File: config.mk
export PLATFORM = sky130hd
export DESIGN_NAME = seg_cal_engine
export DESIGN_NICKNAME = d
export VERILOG_FILES = /design/src/rtl/seg_cal_pkg.sv /design/src/rtl/cal_sequencer.sv /design/src/rtl/cal_err_table.sv /design/src/rtl/cal_corrector.sv /design/src/rtl/seg_cal_engine.sv
export SDC_FILE = /design/constraint.sdc
export NUM_CORES = 1
export LEC_CHECK = 0
export BUFFER_PORTS_ARGS = -buffer_cell sky130_fd_sc_hd__buf_2
export CAP_MARGIN = 10
export CORE_ASPECT_RATIO = 1.25
export CORE_UTILIZATION = 45
export CTS_BUF_LIST = sky130_fd_sc_hd__clkbuf_2
export CTS_CLUSTER_SIZE = 16
export DETAILED_ROUTE_END_ITERATION = 10
export SKIP_CTS_REPAIR_TIMING = 1
export SYNTH_ARGS = -nofsm -noshare
export SYNTH_HDL_FRONTEND = slang
export SYNTH_HIERARCHICAL = 1
export SYNTH_SLANG_ARGS = --single-unit
File: constraint.sdc
create_clock -name clk -period 6.55 [get_ports clk]
set_input_delay 0.655 -clock clk [delete_from_list [all_inputs] [get_ports clk]]
set_output_delay 0.655 -clock clk [all_outputs]
set_load 0.1 [all_outputs]
File: src/rtl/seg_cal_pkg.sv
package seg_cal_pkg;

    typedef enum logic [1:0] {
        PH_IDLE = 2'd0,
        PH_FEED = 2'd1,
        PH_STEP = 2'd2
    } cal_phase_e;

    typedef struct packed {
        logic busy;
        logic done;
    } cal_status_t;

    function automatic int unsigned max_of(input int unsigned a, input int unsigned b);
        return (a > b) ? a : b;
    endfunction

endpackage

File: src/rtl/cal_sequencer.sv
module cal_sequencer
    import seg_cal_pkg::*;
#(
    parameter int unsigned STAGE_BITS = 3,
    parameter int unsigned BE_W       = 10,
    parameter int unsigned AVG_BITS   = 2,
    parameter int unsigned FRAC_BITS  = 2,
    parameter int unsigned IDEAL_STEP = 64,
    localparam int unsigned SUM_W     = BE_W + AVG_BITS,
    localparam int unsigned DIFF_W    = SUM_W + 2,
    localparam int unsigned SEG_W     = DIFF_W + FRAC_BITS
) (
    input  logic                    clk,
    input  logic                    rst,
    input  logic                    start,
    input  logic [BE_W-1:0]         be_result,
    output logic [STAGE_BITS-1:0]   cal_code,
    output cal_status_t             status,
    output logic                    wr_en,
    output logic [STAGE_BITS-1:0]   wr_addr,
    output logic signed [SEG_W-1:0] seg_err
);
    localparam int unsigned REP_W    = (AVG_BITS > 0) ? AVG_BITS : 1;
    localparam int unsigned REPS     = 1 << AVG_BITS;
    localparam logic [STAGE_BITS-1:0] LAST_SEG = STAGE_BITS'((1 << STAGE_BITS) - 2);
    localparam logic [REP_W-1:0] REP_LAST = REP_W'(REPS - 1);
    localparam logic signed [DIFF_W-1:0] IDEAL_SUM = DIFF_W'(IDEAL_STEP << AVG_BITS);

    cal_phase_e             phase;
    logic [STAGE_BITS-1:0]  seg_idx;
    logic [REP_W-1:0]       rep;
    logic [SUM_W-1:0]       acc_a, acc_b, b_total;
    logic                   rep_last, busy, done_q;
    logic signed [DIFF_W-1:0] diff;
    logic signed [SEG_W-1:0]  diff_ext;

    assign busy     = (phase != PH_IDLE);
    assign rep_last = (rep == REP_LAST);
    assign cal_code = (phase == PH_STEP) ? seg_idx + STAGE_BITS'(1) : seg_idx;
    assign b_total  = ((rep == '0) ? '0 : acc_b) + SUM_W'(be_result);
    assign diff     = $signed({2'b00, b_total}) - $signed({2'b00, acc_a}) - IDEAL_SUM;
    assign diff_ext = SEG_W'(diff);

    generate
        if (AVG_BITS >= FRAC_BITS) begin : g_shr
            assign seg_err = diff_ext >>> (AVG_BITS - FRAC_BITS);
        end else begin : g_shl
            assign seg_err = diff_ext <<< (FRAC_BITS - AVG_BITS);
        end
    endgenerate

    assign wr_en   = (phase == PH_STEP) && rep_last;
    assign wr_addr = seg_idx + STAGE_BITS'(1);
    assign status  = '{busy: busy, done: done_q};

    always_ff @(posedge clk) begin
        if (rst) begin
            phase   <= PH_IDLE;
            seg_idx <= '0;
            rep     <= '0;
            acc_a   <= '0;
            acc_b   <= '0;
            done_q  <= 1'b0;
        end else begin
            done_q <= 1'b0;
            case (phase)
                PH_IDLE: begin
                    if (start) begin
                        phase   <= PH_FEED;
                        seg_idx <= '0;
                        rep     <= '0;
                    end
                end
                PH_FEED: begin
                    acc_a <= ((rep == '0) ? '0 : acc_a) + SUM_W'(be_result);
                    rep   <= rep + REP_W'(1);
                    if (rep_last) begin
                        phase <= PH_STEP;
                        rep   <= '0;
                    end
                end
                PH_STEP: begin
                    acc_b <= b_total;
                    rep   <= rep + REP_W'(1);
                    if (rep_last) begin
                        rep <= '0;
                        if (seg_idx == LAST_SEG) begin
                            phase  <= PH_IDLE;
                            done_q <= 1'b1;
                        end else begin
                            seg_idx <= seg_idx + STAGE_BITS'(1);
                            phase   <= PH_FEED;
                        end
                    end
                end
                default: phase <= PH_IDLE;
            endcase
        end
    end


    code_step_chk: assert property (@(posedge clk) disable iff (rst)
        (busy && $past(busy)) |-> (cal_code == $past(cal_code) || cal_code == $past(cal_code) + STAGE_BITS'(1)));


    done_pulse_chk: assert property (@(posedge clk) disable iff (rst)
        done_q |=> !done_q);


    done_fall_chk: assert property (@(posedge clk) disable iff (rst)
        $fell(busy) |-> done_q);

endmodule

File: src/rtl/cal_err_table.sv
module cal_err_table #(
    parameter int unsigned STAGE_BITS = 3,
    parameter int unsigned SEG_W      = 16,
    parameter int unsigned ERR_W      = 19
) (
    input  logic                    clk,
    input  logic                    rst,
    input  logic                    wr_en,
    input  logic [STAGE_BITS-1:0]   wr_addr,
    input  logic signed [SEG_W-1:0] seg_err,
    input  logic [STAGE_BITS-1:0]   rd_addr,
    output logic signed [ERR_W-1:0] rd_data
);
    localparam int unsigned DEPTH = 1 << STAGE_BITS;

    logic signed [ERR_W-1:0] tbl [DEPTH];
    logic signed [ERR_W-1:0] seg_ext, prev_sum;

    assign seg_ext  = ERR_W'(seg_err);
    assign prev_sum = tbl[wr_addr - STAGE_BITS'(1)];
    assign rd_data  = tbl[rd_addr];

    always_ff @(posedge clk) begin
        if (rst) begin
            for (int i = 0; i < DEPTH; i++) tbl[i] <= '0;
        end else if (wr_en && wr_addr != '0) begin
            tbl[wr_addr] <= prev_sum + seg_ext;
        end
    end


    wr_addr_chk: assert property (@(posedge clk) disable iff (rst)
        wr_en |-> (wr_addr != '0));

endmodule

File: src/rtl/cal_corrector.sv
module cal_corrector #(
    parameter int unsigned RAW_W     = 12,
    parameter int unsigned FRAC_BITS = 2,
    parameter int unsigned ERR_W     = 19,
    parameter int unsigned CORR_W    = 20
) (
    input  logic                     clk,
    input  logic                     rst,
    input  logic                     hold,
    input  logic [RAW_W-1:0]         raw_word,
    input  logic signed [ERR_W-1:0]  err,
    output logic signed [CORR_W-1:0] corr_word
);
    logic signed [CORR_W-1:0] raw_s, err_s, next_corr;

    assign raw_s     = CORR_W'($signed({1'b0, raw_word}));
    assign err_s     = CORR_W'(err);
    assign next_corr = (raw_s <<< FRAC_BITS) - err_s;

    always_ff @(posedge clk) begin
        if (rst)        corr_word <= '0;
        else if (!hold) corr_word <= next_corr;
    end


    corr_hold_chk: assert property (@(posedge clk) disable iff (rst)
        $past(hold) |-> $stable(corr_word));

endmodule

File: src/rtl/seg_cal_engine.sv
module seg_cal_engine
    import seg_cal_pkg::*;
#(
    parameter int unsigned STAGE_BITS = 3,
    parameter int unsigned RAW_W      = 12,
    parameter int unsigned BE_W       = 10,
    parameter int unsigned AVG_BITS   = 2,
    parameter int unsigned FRAC_BITS  = 2,
    parameter int unsigned IDEAL_STEP = 64,
    localparam int unsigned SEG_W     = BE_W + AVG_BITS + 2 + FRAC_BITS,
    localparam int unsigned ERR_W     = SEG_W + STAGE_BITS,
    localparam int unsigned CORR_W    = max_of(RAW_W + FRAC_BITS + 1, ERR_W) + 1
) (
    input  logic                     clk,
    input  logic                     rst,
    input  logic                     cal_start,
    input  logic [STAGE_BITS-1:0]    code_in,
    input  logic [RAW_W-1:0]         raw_word,
    input  logic [BE_W-1:0]          be_result,
    output logic [STAGE_BITS-1:0]    stage_code,
    output logic                     busy,
    output logic                     done,
    output logic signed [CORR_W-1:0] corr_word
);
    cal_status_t              status;
    logic [STAGE_BITS-1:0]    cal_code, wr_addr;
    logic                     wr_en;
    logic signed [SEG_W-1:0]  seg_err;
    logic signed [ERR_W-1:0]  err_rd;

    cal_sequencer #(
        .STAGE_BITS(STAGE_BITS), .BE_W(BE_W), .AVG_BITS(AVG_BITS),
        .FRAC_BITS(FRAC_BITS), .IDEAL_STEP(IDEAL_STEP)
    ) i_seq (
        .clk(clk), .rst(rst), .start(cal_start), .be_result(be_result),
        .cal_code(cal_code), .status(status), .wr_en(wr_en),
        .wr_addr(wr_addr), .seg_err(seg_err)
    );

    cal_err_table #(
        .STAGE_BITS(STAGE_BITS), .SEG_W(SEG_W), .ERR_W(ERR_W)
    ) i_tbl (
        .clk(clk), .rst(rst), .wr_en(wr_en), .wr_addr(wr_addr),
        .seg_err(seg_err), .rd_addr(code_in), .rd_data(err_rd)
    );

    cal_corrector #(
        .RAW_W(RAW_W), .FRAC_BITS(FRAC_BITS), .ERR_W(ERR_W), .CORR_W(CORR_W)
    ) i_corr (
        .clk(clk), .rst(rst), .hold(status.busy), .raw_word(raw_word),
        .err(err_rd), .corr_word(corr_word)
    );

    assign busy       = status.busy;
    assign done       = status.done;
    assign stage_code = status.busy ? cal_code : code_in;

endmodule

Yosys cells after proc, flatten, opt, wreduce, memory -nomap -nowiden
Memories as Yosys holds them, arrays and structs flattened. Cells that the tools add are included.

$add $sub $neg: 9. Multiplexer cells: 25. Equal/unequal tests: 8. Bitwise logic cells: 2. Reductions and logical operators: 14.

Operator list (count): 12-bit by 10-bit adder with 12-bit output (2); 12-bit 2-to-1 mux (2); 15-bit by 19-bit subtractor with 20-bit output (1); 19-bit by 14-bit adder with 19-bit output (1); 19-bit 2-to-1 mux (1); 19-bit OR reduction (1); 3-bit 2-to-1 mux (6); 13-bit by 10-bit subtractor with 14-bit output (second input constant) (1); 12-bit by 12-bit subtractor with 13-bit output (1); 2-bit 2-to-1 mux (5); 1-bit 2-to-1 mux (8); 2-bit one-hot mux with 3 select lines (1); 3-bit one-hot mux with 2 select lines (1); 2-bit nonzero test (3); 2-bit == test (second input constant) (2); 2-bit logical NOT (2); 2-bit by 1-bit inequality test with 1-bit output (second input constant) (2); 2-bit inequality test (second input constant) (2); 2-bit one-hot mux with 2 select lines (1); 4-bit AND reduction (1); 3-bit by 1-bit adder with 3-bit output (second input constant) (1); 3-bit == test (second input constant) (1); 3-bit AND reduction (1); 3-bit nonzero test (1); other kinds (8) (10).

Memory bits (writable): 152. Word-level logic and storage cells: 66. Bits of input ports: 28. Output and inout port bits: 25. Flip-flop bits (word level): 52. Memories kept: 1.

Memory list: i_tbl.tbl (depth 8, bits a word 19, read ports 2, clocked after memory_dff 0, wr ports 8, line cal_err_table.sv:16) `logic signed [ERR_W-1:0] tbl [DEPTH];`.

Logic depth before layout (Yosys ltp)
Gate-level depths: netlist of run 1.

Word-level depth: 8. Depth in mapped cells: 31. Gate-level depth less buffers: 28.

Cells and area by module
Netlist of run 1, hierarchy kept.

By module, submodules not included: cal_err_table (times used 1, area each 8898.5 um^2, cells each 638); cal_sequencer (times used 1, area each 3091.7 um^2, cells each 399); cal_corrector (times used 1, area each 1510.2 um^2, cells each 193); seg_cal_engine (times used 1, area each 33.8 um^2, cells each 3).

Worst setup path after synthesis of run 1
No wires, ideal clock.

Kind: register to register. Start point: register i_seq.rep[0]. End point: memory i_tbl.tbl[5][13], data pin. Setup slack: 0.405 ns. Buffers on the path: 3. Arrival time: 5.879 ns. Required time: 6.284 ns. Stages on the path, launching flop included: 31. Clock period less this slack: 6.145 ns. Path through: dfxtp_1 inv_1 ha_1 clkbuf_1 clkbuf_1 nor2b_1 ha_1 fa_1 a21o_1 a21oi_1 nor2b_1 o31a_1 o22ai_1 xnor2_1 ha_1 nor2b_1 a221o_1 a311o_1 inv_1 ha_1 nand3_1 xor2_1 o21a_1 ha_1 buf_2 nand4_1 nor3_1 a21boi_0 nor2_2 xor2_2 nor2_1.

RTL lines: start: declaration (line cal_sequencer.sv:31) `logic [REP_W-1:0] rep;`; start signal: assignment (line cal_sequencer.sv:76) `rep <= rep + REP_W'(1);`; start signal: assignment (line cal_sequencer.sv:84) `rep <= rep + REP_W'(1);`; end: declaration (line cal_err_table.sv:16).

==> summary.md, run 1 <==
| Metric | Value |
|---|---|
| YS warnings | 6 |
| H-tree depth | 2 |
| Largest net degree at the start of global routing | 54 |
| Die area | ~31000 um2 |
| Vias in the first global route | between 9000 and 10000 |
| Library cells used by synthesis | ~90 |
| Row count | 70 |
| DP HPWL | between 20 and 25 mm |
| Startpoint Class | flip-flop |
| CP endpoint | i_tbl/tbl[7][15]$_SDFFCE_PN0P_ |
| Yosys top cell area share | between 30% and 40% |
| Total global-route track usage | 24.05% |
| IO Pins | 53 |
| DR vias | between 10000 and 15000 |
| Cell area after synthesis | approximately 14000 um2 |
| Largest area contributor in the synthesized netlist | edfxtp_1 |
| Static leakage | 5.811 nW |
| Final hold vios | 0 |
| Post-Synthesis Cells | between 1000 and 1500 |
| Gpl congestion | 0.8647 |
| Average instance area after synthesis | 10.98 um2 |
| Post-synthesis simple-gate area fraction | 13.97% |
| Worst min path class | in -> reg |
| Slowest stage delay, CP | 410 ps |
| Adder-cell share of the synthesized area | 7.525% |
| Min Tclk post-route | between 6000 and 7000 ps |
| FF+latch count, synth | slightly above 200 |
| Layout cell share with drive strength beyond 1 | 24.54% |
| Slowest CP cell | fa_1 |
| Worst path arrival time | 6720 ps |
| Height of the die | between 150 and 200 um |
| Setup TNS | 0 ps |
| Worst vdd ir | between 0.1 and 0.15 mV |
| Most frequent CP cell | ha_1 |
| Critical Path Fanout Max | 8 |
| Xor-xnor portion of the synthesized cell area | approximately 3.4% |
| Post-synth net total | 1340 |
| Tot Pwr | roughly 0.0038 W |
| Core area | just under 30000 um2 |
| RSZ-0062 raised after global routing | no |
| Critical Path Source | i_seq/rep[0]$_SDFFE_PP0P_ |
| Setup violators final | 0 |
| R2R Path Start | i_seq/rep[0]$_SDFFE_PP0P_ |
| TritonCTS Buffers | 55 |
| Asr flop ratio synth | 0% |
| Drt wl/cell | approximately 20 um |
| Ys flop type | edfxtp_1 |
| Vias per inst | roughly 5.8 |
| Outcome | finished clean |
| Initial DRT Pass Iterations | 5 |
| Largest family of logic cells by synthesized area | multiplexers |
| Antenna violations before repair | 1 |
| Hold WS | 227.8 ps |
| Clock Skew | 74.64 ps |
| Fill cell count | ~2700 |
| Total grt overflow | 0 |
| Port bufs | 52 |
| Clock Root Buffer | clkbuf_2 |
| Final #Nets | approximately 1400 |
| Initial DRC count | approximately 750 |
| Routed WL | approximately 36 mm |
| Clock tree from TritonCTS | built |
| DRC Markers | 0 |
| Global-route wire length before repair | about 56 mm |
| Setup CP Type | reg -> reg |
| Area contributors post-synth | edfxtp_1, mux4_2, dfxtp_1 |
| Worst EP required | between 7000 and 8000 ps |
| Die width | roughly 160 um |
| Routed Antenna Nets | 0 |
| Clock sinks | between 200 and 250 |
| Slew HR | a little under a quarter |
| Largest delay contributor family on the critical path | compound AO/OA/AOI/OAI gates |
| PwrDens | ~260 nW/um2 |
| Initial Util | around 46% |
| CTS Buffer Depth | 3 |
| Mux cell area share after synthesis | between 10% and 20% |
| Tcrit/Tclk final | approximately 93% |
| Worst-Margin Slew | ~1100 ps |
| Reg clk slew, reported paths | around 100 ps |
| Reg2Reg Setup Slack | between 400 and 500 ps |
| Seq/Total Area, Yosys | approximately two fifths |
| CP endpoint kind | flip-flop |
| Synth-to-Final Area Change | 8.653% |
| Max Cap Viol | 0 |
| FF-to-FF path depth | 29 |
| Fmax | ~0.16 GHz |
| EDFF count, synth | approximately 150 |
| Fin util | about 50% |
| Crit. path cell count | 29 |
| Clock latency on the worst-skew pair | approximately 900 ps |
| Worst reg2reg endpoint | i_tbl/tbl[7][15]$_SDFFCE_PN0P_ |
| Complex-gate fraction of the synthesized area | about 12% |
| CP Buf/Inv Count | 4 |
| Max Slew Vio Count | 0 |
==> how the worst min path moves through the flow <==
stage	startpoint	endpoint	slack, ps	cells past startpoint
4_1_cts	be_result[0]	i_seq/acc_a[0]$_SDFFE_PP0P_	130	4
6_report	be_result[0]	i_seq/acc_a[0]$_SDFFE_PP0P_	230	4
3_3_place_gp	i_corr/corr_word[2]$_SDFFE_PP0N_	i_corr/corr_word[2]$_SDFFE_PP0N_	450	2
3_5_place_dp	i_corr/corr_word[8]$_SDFFE_PP0N_	i_corr/corr_word[8]$_SDFFE_PP0N_	450	2
2_1_floorplan	i_seq/acc_a[4]$_SDFFE_PP0P_	i_seq/acc_a[4]$_SDFFE_PP0P_	450	2
5_1_grt	cal_start	i_seq/rep[1]$_SDFFE_PP0P_	170	4
==> area by class of cell <==
type,instances,area [um2],share of cell area [%]
multi-input cells,894,7365,50.08
repair buffers,84,513.0,3.488
flip-flops and latches,204,5605,38.12
diodes,1,2.502,0.01702
clock buffers,79,395.4,2.689
well taps,396,495.5,3.369
clock inverters,21,92.59,0.6296
inverters,63,236.5,1.608
==> report_power, final <==
group	switching [W]	internal [W]
clock	0.000560	0.000332
sequential	0.0000370	0.00146
combinational	0.000943	0.000467
==> worst register-to-register path, delay by kind of cell (launching register included) <==
kind                       cells  cell delay (ps)
adders and majority gates      6             1690
xor gates and xnor gates       3              500
and+or+nand+nor                5              500
buffers and inverters          4              490
AOI/OAI and AO/OA             11             2370
DFF                            1              350
==> placed cells by master, fill, tap and decap left out, drive strengths merged, types with 8 or more instances in the layout <==
cell	Yosys	layout
a211oi	10	10
a21o	23	23
a21oi	64	64
a31oi	10	10
buf	31	84
clkbuf	41	79
clkinv	1	20
dfxtp	52	52
edfxtp	152	152
ha	75	75
inv	62	64
mux2	40	40
mux2i	24	24
mux4	76	76
nand2	60	60
nand2b	16	16
nand3	18	18
nor2	229	229
nor2b	20	20
nor3	21	21
o211ai	8	8
o21a	10	10
o21ai	30	30
or3	8	8
xnor2	26	26
xor2	22	22
==> cell usage after synthesis (6+ instances only) <==
cell type	count
a31oi_1	10
dfxtp_1	52
mux4_2	76
nor4b_1	7
nand4_1	6
mux2i_1	24
nor3_1	21
a21o_1	21
a211oi_1	7
nand2_1	59
mux2_2	40
a21oi_1	61
inv_1	62
nor2_1	226
buf_2	11
xor2_1	19
nand2b_1	16
o21ai_0	25
nand3_1	18
buf_6	6
clkbuf_1	40
or3_1	6
ha_1	75
o21a_1	9
xnor2_1	23
nor2b_1	20
edfxtp_1	152
buf_1	10
o211ai_1	7
nor4_1	6
==> routing by layer <==
layer  global-route usage (%)  vias to the layer above  wire, um
met5                        0                        -         0
met4                    8.774                        0       889
met3                    3.799                       61      2397
li1                         -                     4728         -
met2                    39.75                      352     17280
met1                    31.78                     4970     15220
==> per-stage QoR <==
step	instance area [um2]	setup WS [ps]	std cells
floorplan	13530	405.4	1233
global placement	14150	376.8	1638
detailed placement	14150	180.3	1638
CTS	14640	189.3	1738
global route	14710	67.62	1742
finish	14710	441.8	1742
==> sequential cells by signal (all words and copies together) (netlist names) <==
register          flops
i_seq/seg_idx         3
i_seq/rep             2
i_seq/phase           2
i_corr/corr_word     20
i_seq/acc_a          12
i_seq/done_q          1
i_seq/acc_b          12
i_tbl/tbl           152
==> logic make-up (layout without fill, tap and decap cells) <==
logic type,after synthesis,after routing
DFF,204,204
xor gates and xnor gates,48,48
other,0,1
muxes,140,140
and+or+nand+nor,415,415
adders and majority gates,79,79
buffers and inverters,135,247
AOI/OAI and AO/OA,212,212
(Power assumes the default switching activity.)
==> inputs of run 2 (changes only) <==
ABC_AREA = 1   (was default)
==> run 2 against run 1 <==
Compared with the run above:
- synthesized cell count is 61% higher
- sequential cell count did not move
- worst hold slack better by 21 ps
- clock skew up 22 ps
- final cell count increased by 42%
- first-iteration DRC count increased by 46%
- die area up 6.1%
- maximum frequency is 11% higher
- count of clock-buffer cells in the layout unchanged
==> summary.md, run 2 <==
| Metric | Value |
|---|---|
| Outcome | finished clean |
| Yosys top cell area share | 31.76% (-2.0 points) |
| Clock Root Buffer | clkbuf_2 |
| Antenna violations before repair | 1 (unchanged) |
| Biggest regs | i_tbl/tbl (152), i_corr/corr_word (20) |
| Hold WS | 248.9 ps (+21.12 ps) |
| Setup CP Type | reg -> reg |
| Largest area contributor in the synthesized netlist | edfxtp_1 |
| Vias per inst | 5.423 (-6.6%) |
| Cell area after synthesis | 14370 um2 (+6.2%) |
| Most common cell after layout, fill and taps aside | nand2_1 |
| Initial Util | 46.11% (+0.12 points) |
| Port bufs | 52 (unchanged) |
| Reg clk slew, reported paths | 90 ps (about the same) |
| Critical Path Fanout Max | 24 (+16) |
| Height of the die | 201.8 um (+3.0%) |
| Average instance area after synthesis | 7.240 um2 (-34%) |
| Final hold vios | 0 (unchanged) |
| H-tree depth | 2 (unchanged) |
| Largest net degree at the start of global routing | 93 (+72%) |
| DP HPWL | 29.98 mm (+26%) |
| Clock sinks | 204 (unchanged) |
| IO Pins | 53 (unchanged) |
| Max Cap Viol | 0 (unchanged) |
| Max Slew Vio Count | 0 (unchanged) |
| Post-Synthesis Cells | 1985 (+61%) |
| Clock latency on the worst-skew pair | 960 ps (+60 ps) |
| Top reg by flops | i_tbl/tbl |
| Core area | 31170 um2 (+5.9%) |
| DR vias | 13440 (+33%) |
| Largest delay contributor family on the critical path | adder cells |
| Worst EP required | 7180 ps (+20 ps) |
| Initial DRC count | 1098 (+46%) |
| Fmax | 0.1824 GHz (+11%) |
| Vias in the first global route | 13050 (+31%) |
| Drt wl/cell | 18.03 um (-12%) |
| Row count | 72 (+2.9%) |
| Total grt overflow | 0 (unchanged) |
| Library cells used by synthesis | 42 (-54%) |
| Clock Skew | 96.34 ps (+21.70 ps) |
| Initial DRT Pass Iterations | 6 (+1) |
| Dominant cell by count in the synthesized netlist | nand2_1 |
| Global-route wire length before repair | 70.36 mm (+27%) |
| FF+latch count, synth | 204 (unchanged) |
| Area contributors post-synth | edfxtp_1, nand2_1, nor2_1 |
| Synth-to-Final Area Change | 7.148% |
| Post-placement cell count | 2380 (+45%) |
| CTS Buffer Depth | 3 (unchanged) |
| Most frequent cells in the layout | nand2_1, nor2_1, inv_1 |
| Top cells by count, synth | nand2_1, nor2_1, inv_1 |
| CP Buf/Inv Count | 4 (unchanged) |
| Routed Antenna Nets | 0 (unchanged) |
| Ys flop type | edfxtp_1 |
| EDFF count, synth | 152 (unchanged) |
| Gpl congestion | 0.9563 (+11%) |
| Seq/Total Area, Yosys | 39.00% (-2.4 points) |
| Startpoint Class | flip-flop |
| Setup violators final | 0 (unchanged) |
| Post-synth net total | 2092 (+56%) |
| Setup TNS | 0 ps (unchanged) |
| Slew HR | 18.21% (-5.5 points) |
| Slowest stage delay, CP | 750 ps (+340 ps) |
| Clock tree from TritonCTS | built |
| Post-Layout Cell Count | 2478 (+42%) |
| Total global-route track usage | 28.04% (+4.0 points) |
| Most frequent CP cell | ha_1 |
| Final Worst Setup Slack | 1067 ps (+625.2 ps) |
| TritonCTS Buffers | 54 (-1.8%) |
| Post-Place Setup Slack | 1031 ps (+850.7 ps) |
| YS warnings | 6 (unchanged) |
| Layout cell share with drive strength beyond 1 | 11.55% (-13 points) |
| Worst min path class | in -> reg |
| RSZ-0062 raised after global routing | no |
| Worst-Margin Slew | 1225 ps (+80.79 ps) |
| Die area | 32660 um2 (+6.1%) |
| Tcrit/Tclk final | 83.71% (-9.5 points) |
| Slowest CP cell | ha_1 |
| Final #Nets | 2136 (+52%) |
| CP endpoint kind | flip-flop |
| Max reg flops | 152 (unchanged) |
| Min Tclk post-route | 5483 ps (-625.2 ps) |
| Routed WL | 44.69 mm (+25%) |
| Worst path arrival time | 6110 ps (-610 ps) |
| Die width | 161.8 um (+3.0%) |
| Asr flop ratio synth | 0% (unchanged) |
| DRC Markers | 0 (unchanged) |
## run 2: stage by stage
stage               util (%)  cell area, um2
detailed placement     47.79           14900
finish                 49.40           15400
global placement       47.79           14900
floorplan                  -           14370
CTS                    49.39           15400
global route           49.40           15400
## run 2: area by class of cell
class                      instances  area (um2)
timing repair buffer              80       470.5
inverter                         274        1030
tap                              407       509.2
sequential                       204        5605
antenna                            1       2.502
fill                            3237       15770
clock inverter                    18       105.1
clock buffer                      79       395.4
multi-input combinational       1415        7281
## run 2: cells by family (layout without fill, tap and decap cells)
group | after synthesis | count (layout) | synth area share, %
DFF | 204 | 204 | 39.00
buffers and inverters | 366 | 451 | 10.33
AOI/OAI and AO/OA | 444 | 444 | 16.61
adders and majority gates | 79 | 79 | 7.087
other | 0 | 1 | 0
and+or+nand+nor | 854 | 854 | 24.60
xor gates and xnor gates | 38 | 38 | 2.368
## run 2: per-layer routing
layer  wire (um)  global-route usage (%)  share of wire, %
met1       17080                   32.61                38
met5           0                       0                 0
met3        3169                   4.084               7.1
met4        1662                   12.90               3.7
met2       22780                   50.35                51
## run 2: path summary, 6_finish.rpt
kind | startpoint | end | slack (ps) | depth (start not counted)
worst max register to register | i_seq/rep[0]$_SDFFE_PP0P_ | i_tbl/tbl[1][10]$_SDFFCE_PN0P_ | 1070 | 26
worst min-delay path | be_result[0] | i_seq/acc_a[0]$_SDFFE_PP0P_ | 250 | 4
worst min register to register | i_seq/acc_b[2]$_SDFFE_PP0P_ | i_seq/acc_b[2]$_SDFFE_PP0P_ | 490 | 2
worst max-delay path | i_seq/rep[0]$_SDFFE_PP0P_ | i_tbl/tbl[1][10]$_SDFFCE_PN0P_ | 1070 | 26
## run 2: worst register-to-register path, cell delays in order (launching register included)
cell	delay, ps
dfxtp_1	330
inv_1	80
ha_1	750
nor2_1	130
ha_1	250
fa_1	430
nand3_1	120
nand2_2	100
nand3_1	80
nand2_1	60
xor2_1	150
ha_1	380
nand2_2	120
inv_2	40
a21oi_1	170
nand3_1	100
nand2_1	80
nand2_2	80
ha_1	290
inv_1	40
ha_1	350
nand2_1	150
inv_1	50
a21oi_1	160
nand3_2	190
xnor2_2	430
nor2_1	120
Power of run 2 is not shown: default switching activity piles up to over one toggle a cycle in this logic, so the estimate is an artifact.
